`src/rtl/mulf_pkg.sv`:
```
package mulf_pkg;

   // signedness selected by mode[1:0]
   typedef enum logic [1:0] {
      SIGN_UU  = 2'b00,
      SIGN_SS  = 2'b01,
      SIGN_SU  = 2'b10,
      SIGN_RSV = 2'b11
   } mulf_sign_e;

   localparam int MODE_W = 3;

   function automatic logic first_is_signed(input mulf_sign_e k);
      return (k == SIGN_SS) || (k == SIGN_SU);
   endfunction

   function automatic logic second_is_signed(input mulf_sign_e k);
      return (k == SIGN_SS);
   endfunction

endpackage

```
`src/rtl/mulf_operand_stage.sv`:
```
module mulf_operand_stage
   import mulf_pkg::*;
#(
   parameter int DATA_W = 8
) (
   input  logic                     clk,
   input  logic                     rst_n,
   input  logic                     start,
   input  logic [MODE_W-1:0]        mode,
   input  logic [DATA_W-1:0]        opa,
   input  logic [DATA_W-1:0]        opb,
   output logic                     s1_valid,
   output logic                     s1_frac,
   output mulf_sign_e               s1_kind,
   output logic signed [DATA_W:0]   s1_xa,
   output logic signed [DATA_W:0]   s1_xb
);

   mulf_sign_e           kind_in;
   logic signed [DATA_W:0] xa_in, xb_in;

   always_comb begin
      kind_in = mulf_sign_e'(mode[1:0]);
      xa_in   = {first_is_signed(kind_in)  & opa[DATA_W-1], opa};
      xb_in   = {second_is_signed(kind_in) & opb[DATA_W-1], opb};
   end

   always_ff @(posedge clk) begin
      if (!rst_n) begin
         s1_valid <= 1'b0;
         s1_frac  <= 1'b0;
         s1_kind  <= SIGN_UU;
         s1_xa    <= '0;
         s1_xb    <= '0;
      end else begin
         s1_valid <= start;
         if (start) begin
            s1_frac <= mode[2];
            s1_kind <= kind_in;
            s1_xa   <= xa_in;
            s1_xb   <= xb_in;
         end
      end
   end

endmodule

```
`src/rtl/mulf_core.sv`:
```
module mulf_core #(
   parameter int DATA_W     = 8,
   parameter int ARRAY_IMPL = 0,
   localparam int FULL_W    = 2*DATA_W + 2
) (
   input  logic signed [DATA_W:0]   xa,
   input  logic signed [DATA_W:0]   xb,
   output logic signed [FULL_W-1:0] full
);

   logic signed [FULL_W-1:0] ea;
   assign ea = FULL_W'(xa);

   generate
      if (ARRAY_IMPL == 0) begin : g_behav
         logic signed [FULL_W-1:0] eb;
         assign eb   = FULL_W'(xb);
         assign full = ea * eb;
      end else begin : g_array
         // shift-add rows; the top row of a two's complement multiplier subtracts
         logic signed [FULL_W-1:0] acc [0:DATA_W+1];
         assign acc[0] = '0;
         for (genvar i = 0; i <= DATA_W; i++) begin : g_row
            logic signed [FULL_W-1:0] pp;
            assign pp = xb[i] ? (ea <<< i) : '0;
            if (i < DATA_W) begin : g_add
               assign acc[i+1] = acc[i] + pp;
            end else begin : g_sub
               assign acc[i+1] = acc[i] - pp;
            end
         end
         assign full = acc[DATA_W+1];
      end
   endgenerate

endmodule

```
`src/rtl/mulf_result_stage.sv`:
```
module mulf_result_stage #(
   parameter int DATA_W  = 8,
   localparam int PROD_W = 2*DATA_W
) (
   input  logic              clk,
   input  logic              rst_n,
   input  logic              in_valid,
   input  logic              in_frac,
   input  logic [PROD_W-1:0] raw,
   output logic [PROD_W-1:0] product,
   output logic              flag_z,
   output logic              flag_c,
   output logic              done
);

   logic [PROD_W-1:0] scaled;
   assign scaled = in_frac ? {raw[PROD_W-2:0], 1'b0} : raw;

   always_ff @(posedge clk) begin
      if (!rst_n) begin
         product <= '0;
         flag_z  <= 1'b0;
         flag_c  <= 1'b0;
         done    <= 1'b0;
      end else begin
         done <= in_valid;
         if (in_valid) begin
            product <= scaled;
            flag_z  <= (scaled == '0);
            flag_c  <= raw[PROD_W-1];
         end
      end
   end

endmodule

```
`src/rtl/mulf_unit.sv`:
```
module mulf_unit
   import mulf_pkg::*;
#(
   parameter int DATA_W     = 8,
   parameter int ARRAY_IMPL = 0,
   localparam int PROD_W    = 2*DATA_W,
   localparam int FULL_W    = 2*DATA_W + 2
) (
   input  logic              clk,
   input  logic              rst_n,
   input  logic              start,
   input  logic [2:0]        mode,
   input  logic [DATA_W-1:0] opa,
   input  logic [DATA_W-1:0] opb,
   output logic [PROD_W-1:0] product,
   output logic              flag_z,
   output logic              flag_c,
   output logic              done
);

   generate
      if (DATA_W < 2) begin : g_bad_width
         $error("mulf_unit: DATA_W must be at least 2");
      end
      if (ARRAY_IMPL != 0 && ARRAY_IMPL != 1) begin : g_bad_impl
         $error("mulf_unit: ARRAY_IMPL must be 0 or 1");
      end
   endgenerate

   logic                     s1_valid;
   logic                     s1_frac;
   mulf_sign_e               s1_kind;
   logic signed [DATA_W:0]   s1_xa, s1_xb;
   logic signed [FULL_W-1:0] full;

   mulf_operand_stage #(.DATA_W(DATA_W)) u_ops (
      .clk(clk), .rst_n(rst_n), .start(start), .mode(mode),
      .opa(opa), .opb(opb),
      .s1_valid(s1_valid), .s1_frac(s1_frac), .s1_kind(s1_kind),
      .s1_xa(s1_xa), .s1_xb(s1_xb)
   );

   mulf_core #(.DATA_W(DATA_W), .ARRAY_IMPL(ARRAY_IMPL)) u_core (
      .xa(s1_xa), .xb(s1_xb), .full(full)
   );

   mulf_result_stage #(.DATA_W(DATA_W)) u_res (
      .clk(clk), .rst_n(rst_n), .in_valid(s1_valid), .in_frac(s1_frac),
      .raw(full[PROD_W-1:0]),
      .product(product), .flag_z(flag_z), .flag_c(flag_c), .done(done)
   );


   start_to_done_chk: assert property (@(posedge clk) disable iff (!rst_n)
      start |-> ##2 done);


   done_origin_chk: assert property (@(posedge clk) disable iff (!rst_n)
      done |-> $past(start, 2));


   hold_when_idle_chk: assert property (@(posedge clk) disable iff (!rst_n)
      !done |-> ($stable(product) && $stable(flag_z) && $stable(flag_c)));


   unsigned_nonneg_chk: assert property (@(posedge clk) disable iff (!rst_n)
      (s1_valid && (s1_kind == SIGN_UU || s1_kind == SIGN_RSV)) |-> (full >= 0));


   signed_sign_chk: assert property (@(posedge clk) disable iff (!rst_n)
      (s1_valid && s1_kind == SIGN_SS && s1_xa != 0 && s1_xb != 0)
         |-> ((full < 0) == (s1_xa[DATA_W] ^ s1_xb[DATA_W])));


   zero_flag_chk: assert property (@(posedge clk) disable iff (!rst_n)
      done |-> (flag_z == (product == '0)));

endmodule

```
`config.mk`:
```
export PLATFORM = sky130hd
export DESIGN_NAME = mulf_unit
export DESIGN_NICKNAME = d
export VERILOG_FILES = /design/src/rtl/mulf_pkg.sv /design/src/rtl/mulf_operand_stage.sv /design/src/rtl/mulf_core.sv /design/src/rtl/mulf_result_stage.sv /design/src/rtl/mulf_unit.sv
export SDC_FILE = /design/constraint.sdc
export NUM_CORES = 1
export LEC_CHECK = 0
export ABC_CLOCK_PERIOD_IN_PS = 10900
export CAP_MARGIN = 20
export CORE_ASPECT_RATIO = 1.75
export CORE_MARGIN = 2
export CORE_UTILIZATION = 27
export CTS_BUF_LIST = sky130_fd_sc_hd__clkbuf_8
export DETAILED_ROUTE_END_ITERATION = 6
export GPL_TIMING_DRIVEN = 0
export HOLD_SLACK_MARGIN = 0.03
export SYNTH_ARGS = -nofsm -noshare
export SYNTH_HDL_FRONTEND = slang
export SYNTH_SLANG_ARGS = --single-unit
```
`constraint.sdc`:
```
create_clock -name clk -period 10.9 [get_ports clk]
set_input_delay 3.27 -clock clk [delete_from_list [all_inputs] [get_ports clk]]
set_output_delay 3.27 -clock clk [all_outputs]
set_load 0.005 [all_outputs]
```
After elaboration in Yosys (flattened, before gate mapping):

Index checks and enable logic that the tools add are counted.

* register bits after elaboration: 39
* input bits: 22
* output and inout bits: 19
* word-level logic and storage cells: 16

* multipliers: 1
* equal/unequal tests: 2
* muxes and demuxes: 1
* bitwise gates (word level): 2
* reduce and logical (&&, ||, !) cells: 2

Operators with widths (number)
* $logic_not 16->1: 1
* $mul 9x9->16: 1
* $mux 16: 1
* $and 1x1->1: 2
* $eq 2x1->1 const B: 1
* $eq 2x2->1 const B: 1
* $logic_or 1x1->1: 1

Longest topological paths before layout:

Gate-level depths: netlist of the first run.

* depth after elaboration: 3
* depth in mapped cells: 18
* gate-level depth less buffers: 17

Cells and area by module:

Synthesis of the first run repeated with hierarchy kept, for this count alone.

* cells, all modules: 490
* area total of the unflattened synthesis: 4803.4 um2

Modules (own cells, without submodules)
* mulf_core: times used 1, cells each 329, area an instance 3047.9 um2, seq. area each 0.0 um2
* mulf_result_stage: times used 1, cells each 87, area an instance 890.9 um2, seq. area each 380.4 um2
* mulf_operand_stage: times used 1, cells each 74, area an instance 864.6 um2, seq. area each 440.4 um2

Least setup slack after synthesis of the first run:

Ideal clock, no wire load.

* path kind: register to register
* start: register u_ops.s1_xb[2]
* end: register u_res.flag_z
* setup time: 87 ps
* arrival time: 5043 ps
* required time: 10813 ps
* slack: 5770 ps
* cell stages (with the launch flop): 19
* buffers on the path: 1
* clock period less this slack: 5130 ps
* cell sequence: dfxtp_1 -> clkbuf_1 -> nand2_1 -> fa_1 -> inv_1 -> fa_1 -> ha_1 -> inv_1 -> fa_1 -> inv_1 -> ha_1 -> ha_1 -> fa_1 -> a21o_2 -> a21oi_4 -> xor2_2 -> or3b_1 -> or4b_1 -> o31ai_1

* longest elaborated chain between the ends: 3

RTL lines
* start, declared: RTL line mulf_operand_stage.sv:16 `output logic signed [DATA_W:0] s1_xb`
* start signal, assigned: RTL line mulf_operand_stage.sv:41 `s1_xb <= xb_in;`
* $mul 9x9->16: RTL line mulf_core.sv:18 `assign full = ea * eb;`
* $mux 16: RTL line mulf_result_stage.sv:17 `assign scaled = in_frac ? {raw[PROD_W-2:0], 1'b0} : raw;`
* $logic_not 16->1: RTL line mulf_result_stage.sv:29 `flag_z <= (scaled == '0);`
* end signal, assigned: RTL line mulf_result_stage.sv:29
* end, declared: RTL line mulf_result_stage.sv:11 `output logic flag_z,`

Every way passes these cells.
A chain may end at the register's enable or synchronous reset.

Final worst setup path of the first run:

* start: register u_ops.s1_xb[0]
* end: register u_res.product[15]

* longest elaborated chain between the ends: 2

RTL lines
* $mul 9x9->16: RTL line mulf_core.sv:18
* $mux 16: RTL line mulf_result_stage.sv:17
* end signal, assigned: RTL line mulf_result_stage.sv:28 `product <= scaled;`
* end, declared: RTL line mulf_result_stage.sv:10 `output logic [PROD_W-1:0] product,`

Every way passes these cells.

==> results of run 1 <==
## area by class of cell
class	instances	area (sq um)
Fill cell	1634	10700
Multi-Input combinational cell	337	3170
Sequential cell	39	781
Timing Repair Buffer	39	390
Inverter	77	289
Tap cell	189	236
Buffer	29	109
Clock buffer	5	68.8
Clock inverter	3	43.8
## state kept, by name, indices dropped and copies added (netlist names)
signal          cells
u_res.flag_c        1
u_res.product      16
u_res.done          1
u_ops.s1_xb         9
u_ops.s1_frac       1
u_ops.s1_xa         9
u_ops.s1_valid      1
u_res.flag_z        1
## cells by family after synthesis
| group | count (synthesis) |
|---|---|
| XOR/XNOR | 16 |
| AND/OR/NAND/NOR | 144 |
| buffers and inverters | 106 |
| adder cells (fa/ha/maj) | 97 |
| flip-flops | 39 |
| multiplexers | 25 |
| AO/OA/AOI/OAI | 55 |
## worst register-to-register path, cell delays in order, from the launching register on
cell	delay (ns)
dfxtp_1	0.38
clkbuf_1	0.39
nand2_1	0.22
fa_1	0.52
inv_1	0.05
fa_1	0.54
fa_1	0.44
fa_1	0.57
fa_1	0.42
ha_1	0.39
and3_1	0.22
a221oi_2	0.08
o41ai_1	0.81
nor3b_1	0.14
mux2_2	0.32
o21a_1	0.18
## report_power, final
| group | switching [W] | internal, W |
|---|---|---|
| clock network | 0.0000571 | 0.0000682 |
| registers | 0.00000394 | 0.000151 |
| logic | 0.0000693 | 0.0000544 |
| total | 0.000130 | 0.000273 |
## cells in the final DEF, fill, tap and decap left out, types with 8 or more instances in the layout
cell and n:
clkbuf_1 24, mux2i_1 24, nand2_1 52, o21ai_0 12, clkdlybuf4s50_1 39, a21oi_1 12
nor2_1 29, fa_1 63, and2_1 32, ha_1 34, inv_1 77, xnor2_1 12
dfxtp_1 39, a211oi_1 8
## metrics by stage
stage / area [sq um] / std cells / total power, W / hold slack [ns] / setup WS [ns]
4_1_cts: 5080 / 718 / 0.000408 / 0.485 / 5.16
3_3_place_gp: 4970 / 710 / 0.000279 / 0.453 / 5.26
6_report: 5080 / 718 / 0.000404 / 0.476 / 5.12
5_1_grt: 5080 / 718 / 0.000429 / 0.498 / 4.75
2_1_floorplan: 4350 / 482 / 0.000240 / 0.449 / 5.77
3_5_place_dp: 4970 / 710 / 0.000282 / 0.470 / 5.19
## per-layer routing
| metal | vias to the layer above | GRT usage | wire length [um] |
|---|---|---|---|
| met4 | 0 | 0.0465 | 201 |
| met2 | 67 | 0.242 | 5670 |
| met3 | 15 | 0.0195 | 386 |
| met1 | 1666 | 0.122 | 3630 |
| met5 | - | 0 | 0 |
| li1 | 1608 | - | - |
## worst max path at each step
stage | startpoint | endpoint | slack (ns)
6_report | u_ops.s1_xb[0] | u_res.product[15] | 5.12
3_5_place_dp | u_ops.s1_xb[0] | u_res.flag_z | 5.19
2_1_floorplan | u_ops.s1_xb[2] | u_res.flag_z | 5.77
4_1_cts | u_ops.s1_xb[0] | u_res.flag_z | 5.16
5_1_grt | u_ops.s1_xb[0] | u_res.product[15] | 4.75
3_3_place_gp | u_ops.s1_xb[0] | u_res.flag_z | 5.26
==> results.txt, run 1 <==
status - completed
CTS tree - done
Synth area leaders - fa_1 (29%), dfxtp_1 (18%), ha_1 (9.8%)
compound-cell area share of the yosys netlist - 0.0875
vias per cell - 4.67
WL/cell - 13.8 um
number of cells on the critical path - 15
Worst Setup Path Type - register to register
main combinational cell family by area after synthesis - adder cells
ant diodes - 0
CTS max path bufs - 2
crit path max fanout - 10
Largest delay share family, worst path - adder cells
Cell Chain, Critical Path - clkbuf_1, nand2_1, fa_1, inv_1, fa_1, fa_1, fa_1, fa_1, ha_1, and3_1, a221oi_2, o41ai_1, nor3b_1, mux2_2, o21a_1
Synth Area in Adders - 0.388
synth warn - 0
RSZ-0062 raised after global routing - no
worst hold path type - register to register
final setup violating endpoints - 0
proportion of synthesized area in mux cells - 0.0579
crit path DAT - 5.98 ns
gr ovfl total - 0
clock slew at the register clock pins of the worst setup and hold paths - 0.08 ns
WP buf/inv - 2
dpl hpwl - 8390 um
cts bufs inserted - 5
min Tclk post-route - 5.78 ns
total track usage - 0.121
Worst Hold Launch - u_res.flag_z
Die ar. - 17,200 sq um
Worst-Skew Late Latency - 0.30 ns
Synth Area in XOR/XNOR - 0.0340
most frequent CP cell - fa_1
top_reg_cell synth - dfxtp_1
initial core utilization - 0.275
Worst R2R Setup Slack - 5.12 ns
RR Endpoint - u_res.product[15]
Crit. End Element - register
Residual DRC - 0
Reg-to-Reg Start - u_ops.s1_xb[0]
Post-synth top cells - inv_1 (77), fa_1 (63), nand2_1 (52), dfxtp_1 (39), ha_1 (34)
core area - 15,800 sq um
slowest stage cell, crit path - o41ai_1
fin crit share - 0.530
Hold Crit Endpoint - u_res.flag_z
vias in the first global route - 3,672
Final ANT Viol Nets - 0
nets@finish - 647
area share of the largest cell type after synthesis - 0.290
largest net degree at the start of global routing - 14
Die W - 99.9 um
cts repair resizes - 0
R2R depth - 15
Yosys reg bits - 39
Avg Cell Area, Syn - 9.02 sq um
P per Cell Area - 79.4 nW/um^2
crit path launch type - register
layout cell share with drive strength beyond 1 - 0.0284
H-Tree Depth - 2
fmax - 0.173 GHz
VDD IR max - 39.5 uV
clock sinks - 39
PortBufs - 39
Slew HR - 0.332
final hold viol count - 0
slowest stage delay, CP - 0.81 ns
1st-iter DRT viols - 125
Post-synth EDFFs - 0
Synth Instances - 482
Layout Area Growth over Synthesis - 17.0%
initial antenna violation count - 0
synth unique cells - 47
WP data required - 11.11 ns
clk root buf - clkbuf_8
Pre-antenna DRT Iters - 4
MaxCap Viol Count - 0
IO Pins - 41
LEAKAGE - 2.41 nW
first-pass GRT wire length - 16,700 um
Rows - 61
most frequent cell after synthesis - inv_1
Hold Path Depth - 2
DRT Wirelength - 9890 um
chip height - 172 um
Synthesized Nets - 601
post-synthesis sequential area ratio - 0.180
Worst Tran Pin Value - 0.989 ns
ys async rst share - 0
Core Util, Final - 0.322
Final TNS setup - 0 ns
mapped cell area - 4350 sq um
clk_skew - 0.00660 ns
Max Slew Vio Count - 0
via count - 3,356
simple logic cell fraction of the synthesized area - 0.161
routability congestion estimate - 0.800
area leader, netlist - fa_1
count of hold-fix buffers inserted at cts - 0
Setup Buffers After CTS - 0
No activity file was read; power rests on OpenSTA's default activity.
==> inputs of run 2 (changes only) <==
- ABC_CLOCK_PERIOD_IN_PS: 10900 -> 5900
- clock period: 10.9 -> 5.9 ns (I/O delays scaled with it)
==> run 2 against run 1 <==
Die area did not move. Critical path depth rose by 3. Global-route usage did not move. Final area fell by 0.20%. Maximum frequency rose by 3.2%. Sequential power rose by 88%. Core utilization fell by 0.063 points. Clock skew barely moved. Clock-buffer cell count did not move. Register-to-register slack got worse by 4.8 ns. Routed wire length fell by 0.14%. Worst setup slack got worse by 4.8 ns. Largest power group unchanged. Highest routed layer unchanged.
==> results.txt, run 2 (synthesized netlist as in run 1, its figures left out) <==
initial antenna violation count - 0
routability congestion estimate - 0.800
min Tclk post-route - 5.60 ns
Pre-antenna DRT Iters - 4
Core Util, Final - 0.321
largest net degree at the start of global routing - 14
Max Slew Vio Count - 0
dpl hpwl - 8390 um
vias in the first global route - 3,672
Slew HR - 0.392
Worst-Skew Late Latency - 0.31 ns
clk_skew - 0.00697 ns
crit path DAT - 5.82 ns
CTS tree - done
Final ANT Viol Nets - 0
fmax - 0.179 GHz
1st-iter DRT viols - 136
biggest regs - u_res.product (16), u_ops.s1_xa (9), u_ops.s1_xb (9)
max reg flops - 16
DRT Wirelength - 9870 um
Placed Cells - 710
Worst Setup Path Type - register to register
final hold viol count - 0
layout cell share with drive strength beyond 1 - 0.0324
Worst Setup Slack post-DPL - 0.189 ns
most common cell after layout, fill and taps aside - inv_1
RSZ-0062 raised after global routing - no
largest register by flop count - u_res.product
CTS max path bufs - 2
clk root buf - clkbuf_8
clock slew at the register clock pins of the worst setup and hold paths - 0.08 ns
Final WS setup - 0.302 ns
Final TNS setup - 0 ns
first-pass GRT wire length - 16,700 um
most frequent cells in the layout - inv_1 (77), fa_1 (63), nand2_1 (52)
Non-Filler Instances - 713
WP data required - 6.13 ns
fin crit share - 0.949
gr ovfl total - 0
crit path launch type - register
worst hold path type - register to register
Residual DRC - 0
VDD IR max - 72.9 uV
crit path max fanout - 10
WL/cell - 13.8 um
LEAKAGE - 2.42 nW
ant diodes - 0
count of hold-fix buffers inserted at cts - 0
chip height - 172 um
nets@finish - 642
vias per cell - 4.69
MaxCap Viol Count - 0
PortBufs - 39
core area - 15,800 sq um
Die ar. - 17,200 sq um
initial core utilization - 0.275
total track usage - 0.121
clock sinks - 39
Die W - 99.9 um
Worst Tran Pin Value - 0.911 ns
final setup violating endpoints - 0
P per Cell Area - 147 nW/um^2
Crit. End Element - register
H-Tree Depth - 2
Setup Buffers After CTS - 0
cts bufs inserted - 5
IO Pins - 41
Layout Area Growth over Synthesis - 16.8%
Rows - 61
via count - 3,343
status - completed
run 2: cell types whose count changed in the layout (fill, tap and decap cells not counted):
cell	change
o41ai_1	-1
o41ai_2	+1
clkbuf_1	-6
clkbuf_2	+1
run 2: cell type report:
| class | instances | area, sq um |
|---|---|---|
| Fill cell | 1633 | 10700 |
| Inverter | 77 | 289 |
| Sequential cell | 39 | 781 |
| Clock inverter | 3 | 43.8 |
| Clock buffer | 5 | 68.8 |
| Multi-Input combinational cell | 337 | 3170 |
| Timing Repair Buffer | 39 | 390 |
| Tap cell | 189 | 236 |
| Buffer | 24 | 91.3 |
run 2: final timing paths:
kind / to / from / cells after the start / slack (ns)
min: u_res.flag_z / u_res.flag_z / 2 / 0.48
max: u_res.flag_z / u_ops.s1_xa[3] / 18 / 0.30
max reg2reg: u_res.flag_z / u_ops.s1_xa[3] / 18 / 0.30
min reg2reg: u_res.flag_z / u_res.flag_z / 2 / 0.48
run 2: critical path, cell delays in order (launching register included):
cell and delay, ns:
dfxtp_1 0.31, clkbuf_1 0.38, nand2_1 0.16, fa_1 0.55, inv_1 0.05, fa_1 0.45
ha_1 0.29, inv_1 0.05, fa_1 0.52, inv_1 0.04, ha_1 0.29, ha_1 0.24
fa_1 0.42, a21o_2 0.28, a21oi_4 0.17, xor2_2 0.18, or3b_1 0.37, or4b_1 0.51
o31ai_1 0.25
run 2: routing by layer:
| layer | vias to the layer above | GRT usage | routed length [um] |
|---|---|---|---|
| met5 | - | 0 | 0 |
| met4 | 0 | 0.0465 | 212 |
| met3 | 18 | 0.0195 | 366 |
| met2 | 70 | 0.242 | 5640 |
| met1 | 1656 | 0.122 | 3660 |
| li1 | 1599 | - | - |
run 2: where the power goes:
group / switching (W) / total, W / internal (W)
sequential: 0.0000123 / 0.000291 / 0.000278
clock: 0.000106 / 0.000232 / 0.000126
combinational: 0.000123 / 0.000223 / 0.000100
total: 0.000241 / 0.000746 / 0.000504
run 2: stage by stage:
stage               cell area, sq um  hold WS, ns  power, W
finish                          5070        0.477  0.000746
detailed placement              4970        0.470  0.000522
CTS                             5080        0.485  0.000755
global route                    5070        0.498  0.000792
floorplan                       4350        0.449  0.000444
global placement                4970        0.453  0.000515
run 2: repair_timing:
| action | CTS | global route |
|---|---|---|
| setup endpoints to repair | 0 | 4 |
| endpoints found under the hold margin | 0 | 0 |
| resized for setup | 0 | 3 |
==> inputs of run 3 (changes only) <==
- SKIP_CTS_REPAIR_TIMING: not set -> 1
==> results of run 3 <==
The final DEF is identical to that of run 2; final timing and power are the same.
